### src/rtl/ect_pkg.sv
package ect_pkg;
   localparam int unsigned AW    = 4;
   localparam int unsigned N_IRQ = 5;

   localparam logic [AW-1:0] A_FRT_LO = 4'd0;
   localparam logic [AW-1:0] A_FRT_HI = 4'd1;
   localparam logic [AW-1:0] A_PT_LO  = 4'd2;
   localparam logic [AW-1:0] A_PT_HI  = 4'd3;
   localparam logic [AW-1:0] A_CTRL   = 4'd4;
   localparam logic [AW-1:0] A_MASK   = 4'd5;
   localparam logic [AW-1:0] A_FLAG   = 4'd6;
   localparam logic [AW-1:0] A_C0R    = 4'd8;
   localparam logic [AW-1:0] A_C0F    = 4'd9;

   // flag bit of the interval timer; capture flags occupy 0..3
   localparam int unsigned F_PT = 4;
endpackage

### src/rtl/ect_edge_sync.sv
module ect_edge_sync #(
   parameter int unsigned STAGES = 2
) (
   input  logic clk,
   input  logic rst_n,
   input  logic din,
   output logic rise,
   output logic fall
);
   // stages 0..STAGES-1 synchronise, stage STAGES remembers previous level
   logic [STAGES:0] sh_q;

   always_ff @(posedge clk) begin
      if (!rst_n) sh_q <= '0;
      else        sh_q <= {sh_q[STAGES-1:0], din};
   end

   assign rise = sh_q[STAGES-1] & ~sh_q[STAGES];
   assign fall = ~sh_q[STAGES-1] & sh_q[STAGES];
endmodule

### src/rtl/ect_free_counter.sv
module ect_free_counter #(
   parameter int unsigned W = 16
) (
   input  logic         clk,
   input  logic         rst_n,
   input  logic         load,
   input  logic [W-1:0] load_val,
   output logic [W-1:0] count
);
   always_ff @(posedge clk) begin
      if (!rst_n)    count <= '0;
      else if (load) count <= load_val;
      else           count <= count + 1'b1;
   end
endmodule

### src/rtl/ect_prog_timer.sv
module ect_prog_timer #(
   parameter int unsigned W = 12
) (
   input  logic         clk,
   input  logic         rst_n,
   input  logic         restart,
   input  logic [W-1:0] restart_val,
   input  logic [W-1:0] reload_val,
   output logic [W-1:0] count,
   output logic         expire
);
   assign expire = (count == '0);

   always_ff @(posedge clk) begin
      if (!rst_n)       count <= '1;
      else if (restart) count <= restart_val;
      else if (expire)  count <= reload_val;
      else              count <= count - 1'b1;
   end
endmodule

### src/rtl/edge_capture_timer.sv
module edge_capture_timer
   import ect_pkg::*;
#(
   parameter int unsigned CAP_W       = 8,
   parameter int unsigned PT_W        = 12,
   parameter int unsigned SYNC_STAGES = 2
) (
   input  logic             clk,
   input  logic             rst_n,
   input  logic [1:0]       cap_in,
   input  logic             wr_en,
   input  logic             rd_en,
   input  logic [AW-1:0]    addr,
   input  logic [CAP_W-1:0] wdata,
   output logic [CAP_W-1:0] rdata,
   output logic [N_IRQ-1:0] irq
);
   localparam int unsigned CNT_W   = 2 * CAP_W;
   localparam int unsigned PT_HI_W = PT_W - CAP_W;
   localparam int unsigned NCH     = 2;
   localparam int unsigned NCAP    = 2 * NCH;

   if (PT_W <= CAP_W || PT_W > CNT_W) begin : g_bad_pt_w
      $error("PT_W must lie in (CAP_W, 2*CAP_W]");
   end
   if (SYNC_STAGES < 2) begin : g_bad_sync
      $error("SYNC_STAGES must be at least 2");
   end

   logic [CAP_W-1:0]             frt_stage;
   logic [CNT_W-1:0]             frt;
   logic [PT_W-1:0]              pt_reload;
   logic [PT_W-1:0]              pt_count;
   logic                         pt_expire;
   logic                         pair_mode, hold_mode;
   logic [N_IRQ-1:0]             irq_mask, irq_flag, flag_set;
   logic [NCAP-1:0][CAP_W-1:0]   cap_q, sample;
   logic [NCAP-1:0]              hold_flag, ev_raw, ev_eff, gate, cap_we, rd_hit;
   logic [CAP_W-1:0]             rd_val;

   logic frt_load, pt_restart;
   assign frt_load   = wr_en && (addr == A_FRT_HI);
   assign pt_restart = wr_en && (addr == A_PT_HI);

   for (genvar ch = 0; ch < NCH; ch++) begin : g_ch
      ect_edge_sync #(.STAGES(SYNC_STAGES)) u_sync (
         .clk  (clk),
         .rst_n(rst_n),
         .din  (cap_in[ch]),
         .rise (ev_raw[2*ch]),
         .fall (ev_raw[2*ch+1])
      );
   end

   ect_free_counter #(.W(CNT_W)) u_frt (
      .clk     (clk),
      .rst_n   (rst_n),
      .load    (frt_load),
      .load_val({wdata, frt_stage}),
      .count   (frt)
   );

   ect_prog_timer #(.W(PT_W)) u_pt (
      .clk        (clk),
      .rst_n      (rst_n),
      .restart    (pt_restart),
      .restart_val({wdata[PT_HI_W-1:0], pt_reload[CAP_W-1:0]}),
      .reload_val (pt_reload),
      .count      (pt_count),
      .expire     (pt_expire)
   );

   // event routing: paired mode steers channel 0 edges onto both channels
   always_comb begin
      for (int k = 0; k < NCAP; k++) begin
         if (pair_mode) begin
            ev_eff[k]   = ev_raw[k % 2];
            gate[k]     = hold_flag[k % 2];
            sample[k]   = (k < 2) ? frt[CAP_W-1:0] : frt[CNT_W-1:CAP_W];
            flag_set[k] = (k < 2) ? ev_raw[k] : 1'b0;
         end else begin
            ev_eff[k]   = ev_raw[k];
            gate[k]     = hold_flag[k];
            sample[k]   = frt[CAP_W-1:0];
            flag_set[k] = ev_raw[k];
         end
         cap_we[k] = ev_eff[k] && !(hold_mode && gate[k]);
         rd_hit[k] = rd_en && (addr[AW-1:2] == A_C0R[AW-1:2]) && (addr[1:0] == k[1:0]);
      end
      flag_set[F_PT] = pt_expire;
   end

   always_ff @(posedge clk) begin
      if (!rst_n) begin
         cap_q     <= '0;
         hold_flag <= '0;
      end else begin
         for (int k = 0; k < NCAP; k++) begin
            if (cap_we[k]) cap_q[k] <= sample[k];
            if (cap_we[k] && hold_mode) hold_flag[k] <= 1'b1;
            else if (rd_hit[k])         hold_flag[k] <= 1'b0;
         end
      end
   end

   // software-visible control, mask and flags
   always_ff @(posedge clk) begin
      if (!rst_n) begin
         frt_stage <= '0;
         pt_reload <= '1;
         pair_mode <= 1'b0;
         hold_mode <= 1'b0;
         irq_mask  <= '0;
         irq_flag  <= '0;
      end else begin
         if (wr_en) begin
            case (addr)
               A_FRT_LO: frt_stage <= wdata;
               A_PT_LO:  pt_reload[CAP_W-1:0] <= wdata;
               A_PT_HI:  pt_reload[PT_W-1:CAP_W] <= wdata[PT_HI_W-1:0];
               A_CTRL: begin
                  pair_mode <= wdata[0];
                  hold_mode <= wdata[1];
               end
               A_MASK:   irq_mask <= wdata[N_IRQ-1:0];
               default: ;
            endcase
         end
         if (wr_en && addr == A_FLAG) irq_flag <= (irq_flag & ~wdata[N_IRQ-1:0]) | flag_set;
         else                         irq_flag <= irq_flag | flag_set;
      end
   end

   always_comb begin
      rd_val = '0;
      case (addr)
         A_FRT_LO: rd_val = frt[CAP_W-1:0];
         A_FRT_HI: rd_val = frt[CNT_W-1:CAP_W];
         A_PT_LO:  rd_val = pt_reload[CAP_W-1:0];
         A_PT_HI:  rd_val = CAP_W'(pt_reload[PT_W-1:CAP_W]);
         A_CTRL:   rd_val = CAP_W'({hold_mode, pair_mode});
         A_MASK:   rd_val = CAP_W'(irq_mask);
         A_FLAG:   rd_val = CAP_W'(irq_flag);
         default: begin
            if (addr[AW-1:2] == A_C0R[AW-1:2]) rd_val = cap_q[addr[1:0]];
         end
      endcase
   end

   always_ff @(posedge clk) begin
      if (!rst_n)     rdata <= '0;
      else if (rd_en) rdata <= rd_val;
   end

   assign irq = irq_flag & irq_mask;
endmodule

### config.mk
export PLATFORM = sky130hd
export DESIGN_NAME = edge_capture_timer
export DESIGN_NICKNAME = d
export VERILOG_FILES = /design/src/rtl/ect_pkg.sv /design/src/rtl/ect_edge_sync.sv /design/src/rtl/ect_free_counter.sv /design/src/rtl/ect_prog_timer.sv /design/src/rtl/edge_capture_timer.sv
export SDC_FILE = /design/constraint.sdc
export NUM_CORES = 1
export LEC_CHECK = 0
export CORE_MARGIN = 4
export CORE_UTILIZATION = 50
export DETAILED_ROUTE_END_ITERATION = 16
export GPL_ROUTABILITY_DRIVEN = 0
export PLACE_DENSITY = 0.81
export SYNTH_ARGS = -nofsm -noshare
export SYNTH_HDL_FRONTEND = slang
export SYNTH_SLANG_ARGS = --single-unit
### constraint.sdc
create_clock -name clk -period 2 [get_ports clk]
set_clock_uncertainty 0.1 [all_clocks]
set_input_delay 0.2 -clock clk [delete_from_list [all_inputs] [get_ports clk]]
set_output_delay 0.2 -clock clk [all_outputs]
set_load 0.005 [all_outputs]
**Yosys cells after proc, flatten, opt, wreduce, memory -nomap -nowiden**

Cells that the tools add are included.

- Output and inout bits: 13
- Flip-flop bits (word level): 110
- Logic and storage cells: 105
- Input bits: 18

- Equality and inequality tests: 10
- Bitwise logic cells: 13
- Add/sub/neg operators: 2
- Order comparisons: 1
- Multiplexer cells: 23
- Reductions and logical operators: 36

Operators with widths:

| operator | number |
|---|---|
| case mux 8 bit (7 select lines) | 1 |
| two-way mux 12 bit | 2 |
| two-way mux 8 bit | 3 |
| logical AND 1 bit | 20 |
| adder 16 x 1 -> 16 bit, second input constant | 1 |
| binary-select mux 8 bit (select 2 bit) | 1 |
| two-way mux 16 bit | 1 |
| two-way mux 1 bit | 14 |
| == test 4 x 3 -> 1 bit, second input constant | 3 |
| logical NOT 12 bit | 1 |
| subtractor 12 x 1 -> 12 bit, second input constant | 1 |
| AND 5 bit | 2 |
| OR 5 bit | 2 |
| AND reduction 2 bit | 5 |
| == test 4 x 2 -> 1 bit, second input constant | 2 |
| nonzero test 2 bit | 4 |
| == test 2 bit, second input constant | 3 |
| two-way mux 5 bit | 1 |
| NOT 5 bit | 1 |
| AND 1 bit | 4 |
| == test 4 x 1 -> 1 bit, second input constant | 1 |
| logical NOT 1 bit | 4 |
| logical NOT 4 bit | 1 |
| NOT 1 bit | 4 |
| other kinds (3) | 3 |

**Longest topological paths before layout**

- Depth after elaboration: 6
- Depth in mapped cells: 7
- Gate-level depth less buffers: 6

**Hierarchy**

A second synthesis with hierarchy kept.

- Cells, all modules: 615
- Area, all modules: 5366.4 um2

By module, submodules not included:

| module | times used | cells each | area an instance (um2) | sequential area each (um2) |
|---|---|---|---|---|
| edge_capture_timer | 1 | 405 | 3562.2 | 1521.5 |
| ect_prog_timer | 1 | 100 | 819.5 | 240.2 |
| ect_free_counter | 1 | 94 | 802.0 | 320.3 |
| ect_edge_sync | 2 | 8 | 91.3 | 60.1 |

**Least setup slack after synthesis**

Ideal clock, no wire load.

- Kind: reg2reg
- From: reg u_pt.count[0]
- To: reg u_pt.count[1]
- Arrival time: 1.444 ns
- Data required time: 1.749 ns
- Path slack: 0.304 ns
- Library setup time: 0.151 ns
- Path buffers: 1
- Cell stages (with the launch flop): 8
- Period minus slack after synthesis: 1.696 ns
- Path through: dfxtp_1 -> inv_1 -> ha_1 -> nor2b_1 -> and4_1 -> buf_4 -> o21ai_0 -> o311ai_0

- Longest elaborated chain between the ends: 3
- Elaborated cells between the ends (all ways): 4
- Classes of those cells: add/sub: 1; mux: 2; reduce/logical: 1

Ends and longest elaborated chain:

| item | RTL line | source |
|---|---|---|
| from (decl) | ect_prog_timer.sv:9 | `output logic [W-1:0] count,` |
| from (signal assigned) | ect_prog_timer.sv:16 | `else if (restart) count <= restart_val;` |
| from (signal assigned) | ect_prog_timer.sv:17 | `else if (expire) count <= reload_val;` |
| from (signal assigned) | ect_prog_timer.sv:18 | `else count <= count - 1'b1;` |
| subtractor 12 x 1 -> 12 bit / logical NOT 12 bit (equally long branches) | ect_prog_timer.sv:18, ect_prog_timer.sv:12 |  |
| two-way mux 12 bit * | ect_prog_timer.sv:17 |  |
| two-way mux 12 bit * | ect_prog_timer.sv:16 |  |

Every way passes the cells marked *; elsewhere a longest branch is shown, timed or not.
A chain may end at the register's enable or synchronous reset.

**Final worst setup path**

- From: reg u_pt.count[2]
- To: reg u_pt.count[10]

The elaborated chain is that of the path after synthesis.

==> metrics.md <==
| Metric | Value |
|---|---|
| YS warnings | 0 |
| Non-filler instance count after layout | 776 |
| Headroom to the max-slew limit | 0.6566 |
| Placeable Area | a little over 0.01 mm² |
| Post-synthesis sequential area ratio | 0.4202 |
| EDFF count, synth | 0 |
| Tot GR Track Use | 0.2434 |
| Fin Hold WS | 0.2941 ns |
| PD cells | around 700 mW/mm² |
| Min-delay src | cap_in[0] |
| Port bufs | 30 |
| Max Slew Vio Count | 0 |
| Setup violations, final | 0 |
| Worst Hold Class | input port to register |
| # hold bufs at CTS | 0 |
| R2R Setup Slk | 0.15 ns |
| Final-report hold violation count | 0 |
| Top cell type's share of synthesized area | 0.4202 |
| Crit. End Element | register |
| Worst-path maximum fanout | 7 |
| Vias per cell | between 6 and 7 |
| Crit path launch | u_pt.count[2] |
| NetSw | 1.117 mW |
| Clock Power Share | 0.361 |
| Top post-synthesis cells by area | dfxtp_1 42%, mux2i_1 5.5%, a21oi_1 4.8% |
| Synthesis-to-finish area growth | 15.33% |
| Antenna viol nets, final | 0 |
| Crit path DAT | around 2.0 ns |
| Asr flop ratio synth | 0 |
| Final wirelength | ~15,000 µm |
| Vias in the first global route | 4,556 |
| Average wire per standard cell | 18.79 µm |
| IO Count | 31 |
| DIE AREA | around 0.012 mm² |
| Sink Count | 110 |
| TritonCTS clock tree | yes |
| Netlist cell types | 57 |
| FF-to-FF End | u_pt.count[10] |
| Syn avg cell area | 8.690 µm² |
| CTS H-tree depth | 3 |
| Die Y-Extent | 110.4 µm |
| Leakage | 2.201 nW |
| RSZ-0062 raised after global routing | no |
| GRT Residual Overflow | 0 |
| CTS max path bufs | 2 |
| Reg2reg start | u_pt.count[2] |
| Peak supply drop | 0.3538 mV |
| Fraction of layout cells with a size suffix above 1 | 0.1188 |
| Sw Ratio | 0.2608 |
| Pwr Total | 4.283 mW |
| Crit Path Class | register to register |
| CP startpoint kind | register |
| Util after Layout | 0.5880 |
| Post-Syn Nets | 624 |
| Final min period | between 1.5 and 2 ns |
| Multi-input logic area | 0.002799 mm² |
| DRC violations left | 0 |
| Fmax achieved | 0.5408 GHz |
| DP Wirelength | ~10,000 µm |
| Setup Buffers After CTS | 0 |
| # rows | 37 |
| Initial antenna violation count | 0 |
| Crit share post-route | 0.9246 |
| Slew @ Worst Pin | just over 0.5 ns |
| Synth Register Bits | 110 |
| Drt first pass iters | 5 |
| Number of fillers in the final layout | 904 |
| Sequential Area | 0.002203 mm² |
| Nets | ~660 |
| Top-count cell post-synth | dfxtp_1 |
| Via count | 4,855 |
| R2r worst-path depth | 4 |
| Most common flop cell mapped by yosys | dfxtp_1 |
| Register clock-pin slew on the reported worst setup and hold paths | between 0.1 and 0.15 ns |
| Comb power frac | 0.099 |
| DIE WIDTH | 110.4 µm |
| Setup crit end | u_pt.count[10] |
| Post-synth top area cell | dfxtp_1 |
| Worst path required time | 2.16 ns |
| Number of diodes | 0 |
| Clk root buf | clkbuf_8 |
| MaxCap Viol Count | 0 |
| Largest net degree at the start of global routing | 40 |
| Synth cell count leaders | 110 x dfxtp_1, 66 x nand2_1, 50 x a21oi_1 |
| Int Pwr | 3.166 mW |
| Seq pwr share | 0.541 |
| DR iter-0 viols | 505 |
| Clk_lat worst skew | 0.38 ns |
| Syn Inst Count | 603 |
| Initial Util | 0.5099 |
| Outcome | completed |
| Setup_tns | 0 ns |
| Cts repair resizes | 1 |
| Cts bufs inserted | 9 |
| Cell area after synthesis | 0.005240 mm² |
| Global-route wire length before repair | approximately 23,000 µm |
| Cells after DPL | 760 |
## per-stage QoR
stage	cell area (µm²)	setup slack, ns
2_1_floorplan	5240	0.3044
3_3_place_gp	5809	-0.09383
3_5_place_dp	5809	-0.1425
4_1_cts	6041	0.07638
5_1_grt	6043	0.02317
6_report	6043	0.1509
## how the worst min path moves through the flow
stage | cells past startpoint | endpoint
finish | 2 | g_ch[0].u_sync.sh_q[0]
detailed placement | 1 | g_ch[0].u_sync.sh_q[1]
global placement | 1 | g_ch[0].u_sync.sh_q[1]
global route | 2 | g_ch[0].u_sync.sh_q[0]
CTS | 2 | g_ch[0].u_sync.sh_q[0]
floorplan | 1 | rdata[2]
## layer usage
layer / global-route usage / wire [µm]
met3: 0.03145 / 1407
met5: 0 / 0
met4: 0.09850 / 429
met1: 0.3358 / 5969
met2: 0.3869 / 6773
## critical path, cell delays in order, from the launching register on
cell,delay [ns]
dfxtp_1,0.41
or4_4,0.60
or3_1,0.39
a21oi_1,0.16
o31ai_1,0.08
## layout by cell type (no fill, tap or decap), types with 3 or more instances in the layout
master and instances:
nand2b_1 6, clkbuf_8 9, and2_1 13, dfxtp_1 109, nor2b_1 5, a21boi_0 5, nand2_1 66, or3_1 7
nor4_1 4, xnor2_1 5, nor2_1 42, o2bb2ai_1 4, inv_1 7, mux2i_1 29, o21a_1 5, o31ai_1 4
a31oi_1 5, mux4_2 10, a211oi_1 23, nor3b_1 3, xor2_1 11, clkdlybuf4s50_1 30, o311ai_1 4, buf_4 36
nor3_1 11, nand4_1 8, a21oi_1 50, nand3_1 35, ha_1 3, nand3b_1 5, and3_1 7, o21ai_0 36
## area by class of cell
| type | count | area share |
|---|---|---|
| timing repair buffer | 68 | 0.1010 |
| clock buffer | 9 | 0.02050 |
| multi-input combinational | 438 | 0.4631 |
| tap | 136 | 0.02816 |
| inverter | 8 | 0.004969 |
| clock inverter | 7 | 0.01760 |
| sequential | 110 | 0.3646 |
## kinds of logic (layout without fill, tap and decap cells)
family,count (synthesis),in the layout,synth area share
AND/OR/NAND/NOR,225,225,0.2163
AO/OA/AOI/OAI,154,154,0.1829
flip-flops,110,110,0.4202
buffers and inverters,55,92,0.04608
multiplexers,40,40,0.1005
XOR/XNOR,16,16,0.02674
adder cells (fa/ha/maj),3,3,0.007164
## registers in the layout (all words and copies together) (netlist names)
signal and flops:
g_ch.u_sync.sh_q 6, pair_mode 1, frt_stage 8, hold_mode 1
pt_reload 12, u_frt.count 16, u_pt.count 12, irq_flag 5
cap_q 32, hold_flag 4, rdata 8, irq_mask 5
## power groups by stage
stage,Clock (mW),Sequential (mW),Combinational [mW]
2_1_floorplan,0,2.34,0.249
3_3_place_gp,0,2.36,0.406
3_5_place_dp,0,2.36,0.417
4_1_cts,1.54,2.31,0.420
5_1_grt,1.61,2.32,0.461
6_report,1.54,2.32,0.424
Note: power is estimated with default switching activity, not from simulation.
